--- src/rtl/sigpool_pkg.sv ---
package sigpool_pkg;
  typedef struct packed {
    logic timeout;
    logic full;
    logic mismatch;
  } cause_t;
endpackage

--- src/rtl/lowest_pick.sv ---
module lowest_pick #(
  parameter int unsigned N = 12
) (
  input  logic [N-1:0] req_i,
  output logic [N-1:0] gnt_o,
  output logic         any_o
);
  // isolate lowest set bit
  assign gnt_o = req_i & (~req_i + N'(1));
  assign any_o = |req_i;
endmodule

--- src/rtl/sig_slot.sv ---
module sig_slot #(
  parameter int unsigned SIG_W   = 16,
  parameter int unsigned TIMEOUT = 4000
) (
  input  logic             clk_i,
  input  logic             rst_ni,
  input  logic             set_i,
  input  logic             clr_i,
  input  logic [SIG_W-1:0] sig_i,
  input  logic [SIG_W-1:0] key_i,
  output logic             valid_o,
  output logic             hit_o,
  output logic             expire_o
);
  localparam int unsigned AGE_W = $clog2(TIMEOUT);
  localparam logic [AGE_W-1:0] AGE_LAST = AGE_W'(TIMEOUT - 1);

  logic             v_q;
  logic [SIG_W-1:0] sig_q;
  logic [AGE_W-1:0] age_q;

  always_ff @(posedge clk_i or negedge rst_ni) begin
    if (!rst_ni) begin
      v_q   <= 1'b0;
      sig_q <= '0;
      age_q <= '0;
    end else if (set_i) begin
      v_q   <= 1'b1;
      sig_q <= sig_i;
      age_q <= '0;
    end else if (clr_i) begin
      v_q   <= 1'b0;
      age_q <= '0;
    end else if (v_q) begin
      age_q <= age_q + AGE_W'(1);
    end
  end

  assign valid_o  = v_q;
  assign hit_o    = v_q && (sig_q == key_i);
  assign expire_o = v_q && (age_q == AGE_LAST);
endmodule

--- src/rtl/pend_hold.sv ---
module pend_hold #(
  parameter int unsigned SIG_W = 16,
  parameter int unsigned WAIT  = 16
) (
  input  logic             clk_i,
  input  logic             rst_ni,
  input  logic             load_i,
  input  logic             res_i,
  input  logic [SIG_W-1:0] sig_i,
  output logic             valid_o,
  output logic [SIG_W-1:0] sig_o,
  output logic             expire_o
);
  localparam int unsigned WAIT_W = $clog2(WAIT);
  localparam logic [WAIT_W-1:0] WAIT_LAST = WAIT_W'(WAIT - 1);

  logic              v_q;
  logic [SIG_W-1:0]  sig_q;
  logic [WAIT_W-1:0] age_q;

  assign expire_o = v_q && !res_i && (age_q == WAIT_LAST);

  always_ff @(posedge clk_i or negedge rst_ni) begin
    if (!rst_ni) begin
      v_q   <= 1'b0;
      sig_q <= '0;
      age_q <= '0;
    end else if (load_i) begin
      v_q   <= 1'b1;
      sig_q <= sig_i;
      age_q <= '0;
    end else if (res_i || expire_o) begin
      v_q   <= 1'b0;
      age_q <= '0;
    end else if (v_q) begin
      age_q <= age_q + WAIT_W'(1);
    end
  end

  assign valid_o = v_q;
  assign sig_o   = sig_q;
endmodule

--- src/rtl/sig_match_unit.sv ---
module sig_match_unit
  import sigpool_pkg::*;
#(
  parameter int unsigned SIG_W     = 16,
  parameter int unsigned DEPTH     = 12,
  parameter int unsigned TIMEOUT   = 4000,
  parameter int unsigned PEND_WAIT = 16
) (
  input  logic             clk_i,
  input  logic             rst_ni,
  input  logic             la_valid_i,
  input  logic [SIG_W-1:0] la_sig_i,
  input  logic             pk_valid_i,
  input  logic [SIG_W-1:0] pk_sig_i,
  input  logic             ack_i,
  output logic             match_o,
  output logic             late_match_o,
  output logic             recov_req_o,
  output logic             cause_timeout_o,
  output logic             cause_full_o,
  output logic             cause_mismatch_o
);
  logic [DEPTH-1:0] valid_vec, hit_vec, exp_vec;
  logic [DEPTH-1:0] hit_gnt, ins_gnt, set_vec, clr_vec;
  logic             hit_any, free_any;
  logic             pend_v, pend_exp, pend_res, pend_load, pend_drop;
  logic [SIG_W-1:0] pend_sig;
  logic             bypass, la_store, pk_miss;
  cause_t           ev, cause_q;
  logic             match_q, late_q;

  for (genvar i = 0; i < DEPTH; i++) begin : g_slot
    sig_slot #(.SIG_W(SIG_W), .TIMEOUT(TIMEOUT)) u_slot (
      .clk_i    (clk_i),
      .rst_ni   (rst_ni),
      .set_i    (set_vec[i]),
      .clr_i    (clr_vec[i]),
      .sig_i    (la_sig_i),
      .key_i    (pk_sig_i),
      .valid_o  (valid_vec[i]),
      .hit_o    (hit_vec[i]),
      .expire_o (exp_vec[i])
    );
  end

  // one freed entry per packet, lowest index
  lowest_pick #(.N(DEPTH)) u_hit_pick (
    .req_i (hit_vec & {DEPTH{pk_valid_i}}),
    .gnt_o (hit_gnt),
    .any_o (hit_any)
  );

  // insert target from pre-cycle occupancy
  lowest_pick #(.N(DEPTH)) u_free_pick (
    .req_i (~valid_vec),
    .gnt_o (ins_gnt),
    .any_o (free_any)
  );

  pend_hold #(.SIG_W(SIG_W), .WAIT(PEND_WAIT)) u_pend (
    .clk_i    (clk_i),
    .rst_ni   (rst_ni),
    .load_i   (pend_load),
    .res_i    (pend_res),
    .sig_i    (pk_sig_i),
    .valid_o  (pend_v),
    .sig_o    (pend_sig),
    .expire_o (pend_exp)
  );

  always_comb begin
    pend_res  = la_valid_i && pend_v && (la_sig_i == pend_sig);
    bypass    = pk_valid_i && !hit_any && la_valid_i && !pend_res &&
                (la_sig_i == pk_sig_i);
    la_store  = la_valid_i && !pend_res && !bypass;
    set_vec   = ins_gnt & {DEPTH{la_store}};
    clr_vec   = hit_gnt | exp_vec;
    pk_miss   = pk_valid_i && !hit_any && !bypass;
    pend_load = pk_miss && (!pend_v || pend_res || pend_exp);
    pend_drop = pk_miss && !pend_load;
    ev.timeout  = |(exp_vec & ~hit_gnt);
    ev.full     = la_store && !free_any;
    ev.mismatch = pend_exp || pend_drop;
  end

  always_ff @(posedge clk_i or negedge rst_ni) begin
    if (!rst_ni) begin
      cause_q <= '0;
      match_q <= 1'b0;
      late_q  <= 1'b0;
    end else begin
      cause_q <= ev | (ack_i ? cause_t'('0) : cause_q);
      match_q <= pk_valid_i && (hit_any || bypass);
      late_q  <= pend_res;
    end
  end

  assign match_o          = match_q;
  assign late_match_o     = late_q;
  assign cause_timeout_o  = cause_q.timeout;
  assign cause_full_o     = cause_q.full;
  assign cause_mismatch_o = cause_q.mismatch;
  assign recov_req_o      = |cause_q;
endmodule

--- config.mk ---
export PLATFORM = sky130hd
export DESIGN_NAME = sig_match_unit
export DESIGN_NICKNAME = d
export VERILOG_FILES = /design/src/rtl/sigpool_pkg.sv /design/src/rtl/lowest_pick.sv /design/src/rtl/sig_slot.sv /design/src/rtl/pend_hold.sv /design/src/rtl/sig_match_unit.sv
export SDC_FILE = /design/constraint.sdc
export NUM_CORES = 1
export LEC_CHECK = 0
export CAP_MARGIN = 15
export CORE_MARGIN = 3
export CORE_UTILIZATION = 67
export CTS_CLUSTER_SIZE = 20
export DETAILED_ROUTE_END_ITERATION = 10
export PLACE_DENSITY = 0.91
export SLEW_MARGIN = 15
export SYNTH_ARGS = -nofsm -noshare
export SYNTH_HDL_FRONTEND = slang
export SYNTH_SLANG_ARGS = --single-unit
--- constraint.sdc ---
create_clock -name clk_i -period 4.9 [get_ports clk_i]
set_clock_uncertainty 0.1 [all_clocks]
set_input_delay 0.735 -clock clk_i [delete_from_list [all_inputs] [get_ports clk_i]]
set_output_delay 0.735 -clock clk_i [all_outputs]
set_load 0.01 [all_outputs]
==> run metrics, run 1 <==
status completed; IO Port Bufs 42; Final period util 94.7%; DP Wirelength 32.0 mm; layout cell share with drive strength beyond 1 19.8%; clock sink count 374; CTS tree built; Setup crit end kind flip-flop; Avg Cell Area, Syn 11.3 um^2; Layout Nets 1,795; Layout fillers 1,522; clock root buffer clkbuf_16; sequential cell area 9360 um^2; DR WL/cell 24.1 um; WS Path Type in -> reg; area leader, netlist dfrtp_1; sequential area share after synthesis 48.8%; worst hold slack 228 ps; post-route DRC violation count 0; Final ANT Viol Nets 0; Leakage 9.22 nW; CP required 5220 ps; VDD IR max 0.439 mV; Num CTS Buffers 39; metal2 WL 24.1 mm; Critical path destination g_slot[2].u_slot.sig_q[13]; reg-to-reg slack, setup 1170 ps; Initial Utilization 68.5%; Slew Viols, Final 0; Die Y 175 um; Finish-stage setup viols 0; critical path fanouts, max 17; die footprint 30,700 um^2; Via density 6.61; FP Rows 61; metal3 WL 5.27 mm; PwrDens 582 nW/um^2; RSZ-0062 raised after global routing false; max cap viols 0; slew at the pin closest to its max-slew limit 1190 ps; Post-CTS Resized 0; Boundary Pins 43; Ys Warns 0; antenna violations before repair 1; Detailed Route WL 51.9 mm; clock transition at the registers of the reported paths 60 ps; Main synth FF type dfrtp_1; count of cell types in the netlist 65; Worst Hold Class in -> async; Setup TNS 0 ps; total gr overflow 0; Routability Congestion 0.916; Met1 Routed Length 18.5 mm; Worst R2R Path Depth 9; crit path launch pk_sig_i[1]; FF-to-FF End g_slot[2].u_slot.sig_q[13]; Tmin final 4640 ps; synth-to-layout area growth 10.8%; asr flop ratio synth 100%; Ant. Diodes 0; fmax 215 MHz; area of the multi-input gates 9140 um^2; via count 14,200; vias in the first global route 15,100; area share of the largest cell type after synthesis 48.8%; hold buffers post-CTS 0; Post-synth EDFFs 0; Post-CTS Setup Repair Bufs 0; Core Box Area 28,000 um^2; Syn Std Cell Area 19,200 um^2; Max-slew headroom 20.2%; Data arrival, critical path 4960 ps; post-synthesis cell count 1,691; Die W 175 um; first-pass detailed-route iteration total 6; Hold Fails Final Rpt 0; syn nets 1,741; largest net degree at the start of global routing 131; deepest clock path buffer count 3; drt initial violations 1,626; first-pass GRT wire length 82.7 mm; H-tree depth 2; total track usage 34.2%; synthesized flop and latch total 374; top sig layer met5; Area contributors post-synth dfrtp_1 49%, mux2_2 11%, xor2_1 10%; clk_lat worst skew 550 ps; Worst Setup Start Kind input pin; worst r2r src g_slot[3].u_slot.sig_q[12]
==> state kept, by name (all words and copies together), names as in the netlist <==
register and cells:
cause_full_o 1, u_pend.age_q 4, late_match_o 1, u_pend.sig_o 16, match_o 1, cause_timeout_o 1, u_pend.valid_o 1, cause_mismatch_o 1
g_slot.u_slot.age_q 144, g_slot.u_slot.sig_q 192, g_slot.u_slot.valid_o 12
==> per-layer routing <==
layer / vias up / global-route usage, %
met5: - / 0
li1: 5950 / -
met2: 935 / 54.6
met4: 2 / 20.8
met3: 345 / 7.71
met1: 6975 / 42.8
==> worst min path at each step <==
stage                                from                         end  depth (start not counted)
2_1_floorplan                      rst_ni                cause_full_o                          0
3_3_place_gp   g_slot[4].u_slot.sig_q[11]  g_slot[4].u_slot.sig_q[11]                          1
3_5_place_dp   g_slot[0].u_slot.sig_q[13]  g_slot[0].u_slot.sig_q[13]                          1
4_1_cts                            rst_ni  g_slot[10].u_slot.age_q[9]                          1
5_1_grt                            rst_ni  g_slot[10].u_slot.age_q[9]                          1
6_report                           rst_ni  g_slot[10].u_slot.age_q[9]                          1
==> synth_stat cells (all sizes together) (4+ instances only) <==
cell	count
a21o	8
and3	27
xor2	219
nor4	42
inv	17
o21ai	15
nor3	53
mux2	209
nand4	69
nand3	62
buf	81
or3	8
a21oi	12
nand2	74
clkbuf	15
or2	5
xnor2	129
o22ai	4
a31oi	11
or4	4
dfrtp	374
ha	13
nor4b	7
and4	5
nor2b	7
nor2	164
mux2i	13
nand4b	8
==> layout by cell type (no fill, tap or decap), types with 39 or more instances in the layout <==
cell type / netlist / layout
nor2_1: 158 / 158
clkdlybuf4s50_1: 0 / 41
xnor2_1: 129 / 129
xor2_1: 219 / 219
nand4_1: 68 / 68
nor3_1: 50 / 49
nor4_1: 40 / 40
buf_4: 7 / 61
mux2_2: 189 / 189
dfrtp_1: 374 / 374
nand3_1: 62 / 62
nand2_1: 74 / 74
clkbuf_16: 0 / 39
==> worst max-delay path, cell delays in order <==
cell	delay, ps
clkdlybuf4s50_1	730
buf_4	320
buf_4	150
xor2_1	180
nor4_1	460
nand2_1	130
nor3_1	390
or3b_1	270
nor3_4	90
buf_4	220
nor2_2	810
mux2_2	440
==> metrics by stage <==
stage | total power [mW] | cell area (um^2) | worst slack, ps | util (%) | cells
global route | 13.0 | 21300 | 213 | 75.9 | 2150
detailed placement | 9.21 | 20000 | 140 | 71.5 | 2082
floorplan | 8.19 | 19200 | 1500 | - | 1691
finish | 12.4 | 21300 | 258 | 75.9 | 2150
CTS | 12.3 | 21200 | 373 | 75.8 | 2150
global placement | 8.85 | 20000 | 294 | 71.5 | 2082
==> layout make-up <==
type | instances | area share, %
multi-input cells | 1204 | 43.0
repair buffers | 109 | 4.72
clock buffers | 53 | 5.07
clock inverters | 15 | 0.659
flip-flops and latches | 374 | 44.0
well taps | 378 | 2.23
inverters | 17 | 0.300
==> logic make-up after synthesis <==
| group | synth area share [%] |
|---|---|
| muxes | 13.1 |
| AOI/OAI and AO/OA | 2.58 |
| adders and majority gates | 0.848 |
| and+or+nand+nor | 15.0 |
| DFF | 48.8 |
| xor gates and xnor gates | 15.9 |
| buffers and inverters | 3.77 |
==> where the power goes <==
part	internal, mW	switching [mW]
clock network	1.65	1.23
registers	4.42	1.33
logic	1.92	1.83
total	8.00	4.38
(Power assumes the default switching activity.)
==> run 2: changes to the inputs <==
- SLEW_MARGIN: 15 -> 10
==> results of run 2 <==
Same layout as run 1: the final DEF is identical, and so are final timing and power.
==> run 3: changes to the inputs <==
- CORE_UTILIZATION: 67 -> 63
- PLACE_DENSITY: 0.91 -> 0.87
- TNS_END_PERCENT: default -> 20
- clock period: 4.9 -> 4.94 ns (I/O delays scaled with it)
==> run 3 against run 2 <==
  * Critical path depth decreased by 1
  * Sequential power decreased by 2%
  * Non-clock buffer count decreased by 3
  * Setup slack improved by 300 ps
  * Core utilization decreased by 4.5 points
  * Final cell count increased by 0.28%
  * Sequential cell count unchanged
  * Largest cell class unchanged
==> run metrics, run 3 (synthesized netlist as in run 1, its figures left out) <==
Leakage 9.22 nW; Core Box Area 29,800 um^2; Num CTS Buffers 39; die footprint 32,600 um^2; Finish-stage setup viols 0; max cap viols 0; FP Rows 63; Layout Nets 1,792; synth-to-layout area growth 11.0%; Layout fillers 1,910; first-pass detailed-route iteration total 6; clock root buffer clkbuf_16; Post-CTS Resized 0; Ant. Diodes 0; FF-to-FF End g_slot[4].u_slot.sig_q[2]; Finished Layout Cells 2,156; RSZ-0062 raised after global routing false; IO Port Bufs 42; slowest CP cell nor2_2; PwrDens 573 nW/um^2; Top reg by flops g_slot.u_slot.sig_q; CP peak stage delay 880 ps; Worst R2R Path Depth 8; Post-DP Area 20,000 um^2; Die W 180 um; VDD IR max 0.421 mV; DR WL/cell 22.3 um; critical path fanouts, max 23; antenna violations before repair 0; Data arrival, critical path 4680 ps; Final ANT Viol Nets 0; Tmin final 4380 ps; DP Wirelength 31.3 mm; Post-CTS Setup Repair Bufs 0; vias in the first global route 14,200; via count 13,600; fmax 228 MHz; total gr overflow 0; layout cell share with drive strength beyond 1 19.5%; Setup crit end kind flip-flop; drt initial violations 1,359; Initial Utilization 64.4%; clock sink count 374; CTS tree built; Worst Setup Start Kind input pin; CP required 5240 ps; Hold Fails Final Rpt 0; worst path cell trace clkdlybuf4s50_1 -> buf_4 -> xor2_1 -> nor4_1 -> nand2_1 -> nor3_1 -> or4_4 -> nor3_4 -> buf_12 -> nor2_2 -> mux2_2; H-tree depth 2; Via density 6.32; status completed; slew at the pin closest to its max-slew limit 1140 ps; dpl cells 2,091; clk_lat worst skew 530 ps; Detailed Route WL 48.2 mm; Boundary Pins 43; Setup TNS 0 ps; clock transition at the registers of the reported paths 60 ps; total track usage 29.2%; Routability Congestion 0.897; post-route DRC violation count 0; reg-to-reg slack, setup 1280 ps; Final period util 88.7%; Worst Hold Class in -> async; Finished Cell Area 21,300 um^2; Slew Viols, Final 0; WS Path Type in -> reg; deepest clock path buffer count 3; Die Y 180 um; hold buffers post-CTS 0; Max-slew headroom 23.9%; worst r2r src g_slot[6].u_slot.valid_o; most frequent cells in the layout 374 x dfrtp_1, 219 x xor2_1, 189 x mux2_2; first-pass GRT wire length 76.7 mm; largest net degree at the start of global routing 104; leading cell type in the layout, fill and taps excluded dfrtp_1; max FFs per register 192; Tot Pwr 12.2 mW
[run 3: critical path, delay by kind of cell]
kind / cells / cell delay [ps]
AND/OR/NAND/NOR: 6 / 2070
buffers and inverters: 3 / 1250
multiplexers: 1 / 420
XOR/XNOR: 1 / 160
[run 3: area by class of cell]
| type | instances | area [um^2] | area share (%) |
|---|---|---|---|
| Sequential cell | 374 | 9360 | 44.0 |
| Clock inverter | 9 | 145 | 0.682 |
| Multi-Input combinational cell | 1204 | 9130 | 42.9 |
| Clock buffer | 56 | 1130 | 5.32 |
| Inverter | 17 | 63.8 | 0.300 |
| Timing Repair Buffer | 106 | 968 | 4.55 |
| Tap cell | 390 | 488 | 2.29 |
[run 3: where the power goes]
group          total [mW]  switching (mW)  internal [mW]  leakage [nW]
logic                3.56            1.66           1.90          3.98
clock network        2.98            1.19           1.79         0.629
registers            5.65            1.26           4.39          4.61
[run 3: worst max-delay path by stage]
| stage | from | end | slack (ps) | depth (start not counted) |
|---|---|---|---|---|
| 2_1_floorplan | pk_sig_i[9] | g_slot[7].u_slot.sig_q[10] | 1540 | 12 |
| 3_3_place_gp | pk_sig_i[10] | g_slot[4].u_slot.sig_q[6] | 350 | 11 |
| 3_5_place_dp | pk_sig_i[10] | g_slot[4].u_slot.sig_q[3] | 290 | 11 |
| 4_1_cts | pk_sig_i[5] | g_slot[4].u_slot.sig_q[2] | 710 | 11 |
| 5_1_grt | pk_sig_i[5] | g_slot[4].u_slot.sig_q[3] | 500 | 11 |
| 6_report | pk_sig_i[5] | g_slot[4].u_slot.sig_q[2] | 560 | 11 |
[run 3: through the flow]
step                utilization (%)  hold slack (ps)  setup WS [ps]
global placement               67.1              389            354
finish                         71.4              130            557
floorplan                         -              345           1540
global route                   71.4              202            504
CTS                            71.4              175            706
detailed placement             67.1              389            290
[run 3: per-layer routing]
layer | share of wire [%] | global-route usage, % | routed length, um | up-vias
li1 | - | - | - | 5943
met1 | 39 | 37.9 | 19000 | 6806
met2 | 47 | 47.3 | 22400 | 638
met3 | 7.9 | 5.65 | 3800 | 231
met4 | 6.1 | 15.0 | 2940 | 0
met5 | 0 | 0 | 0 | -
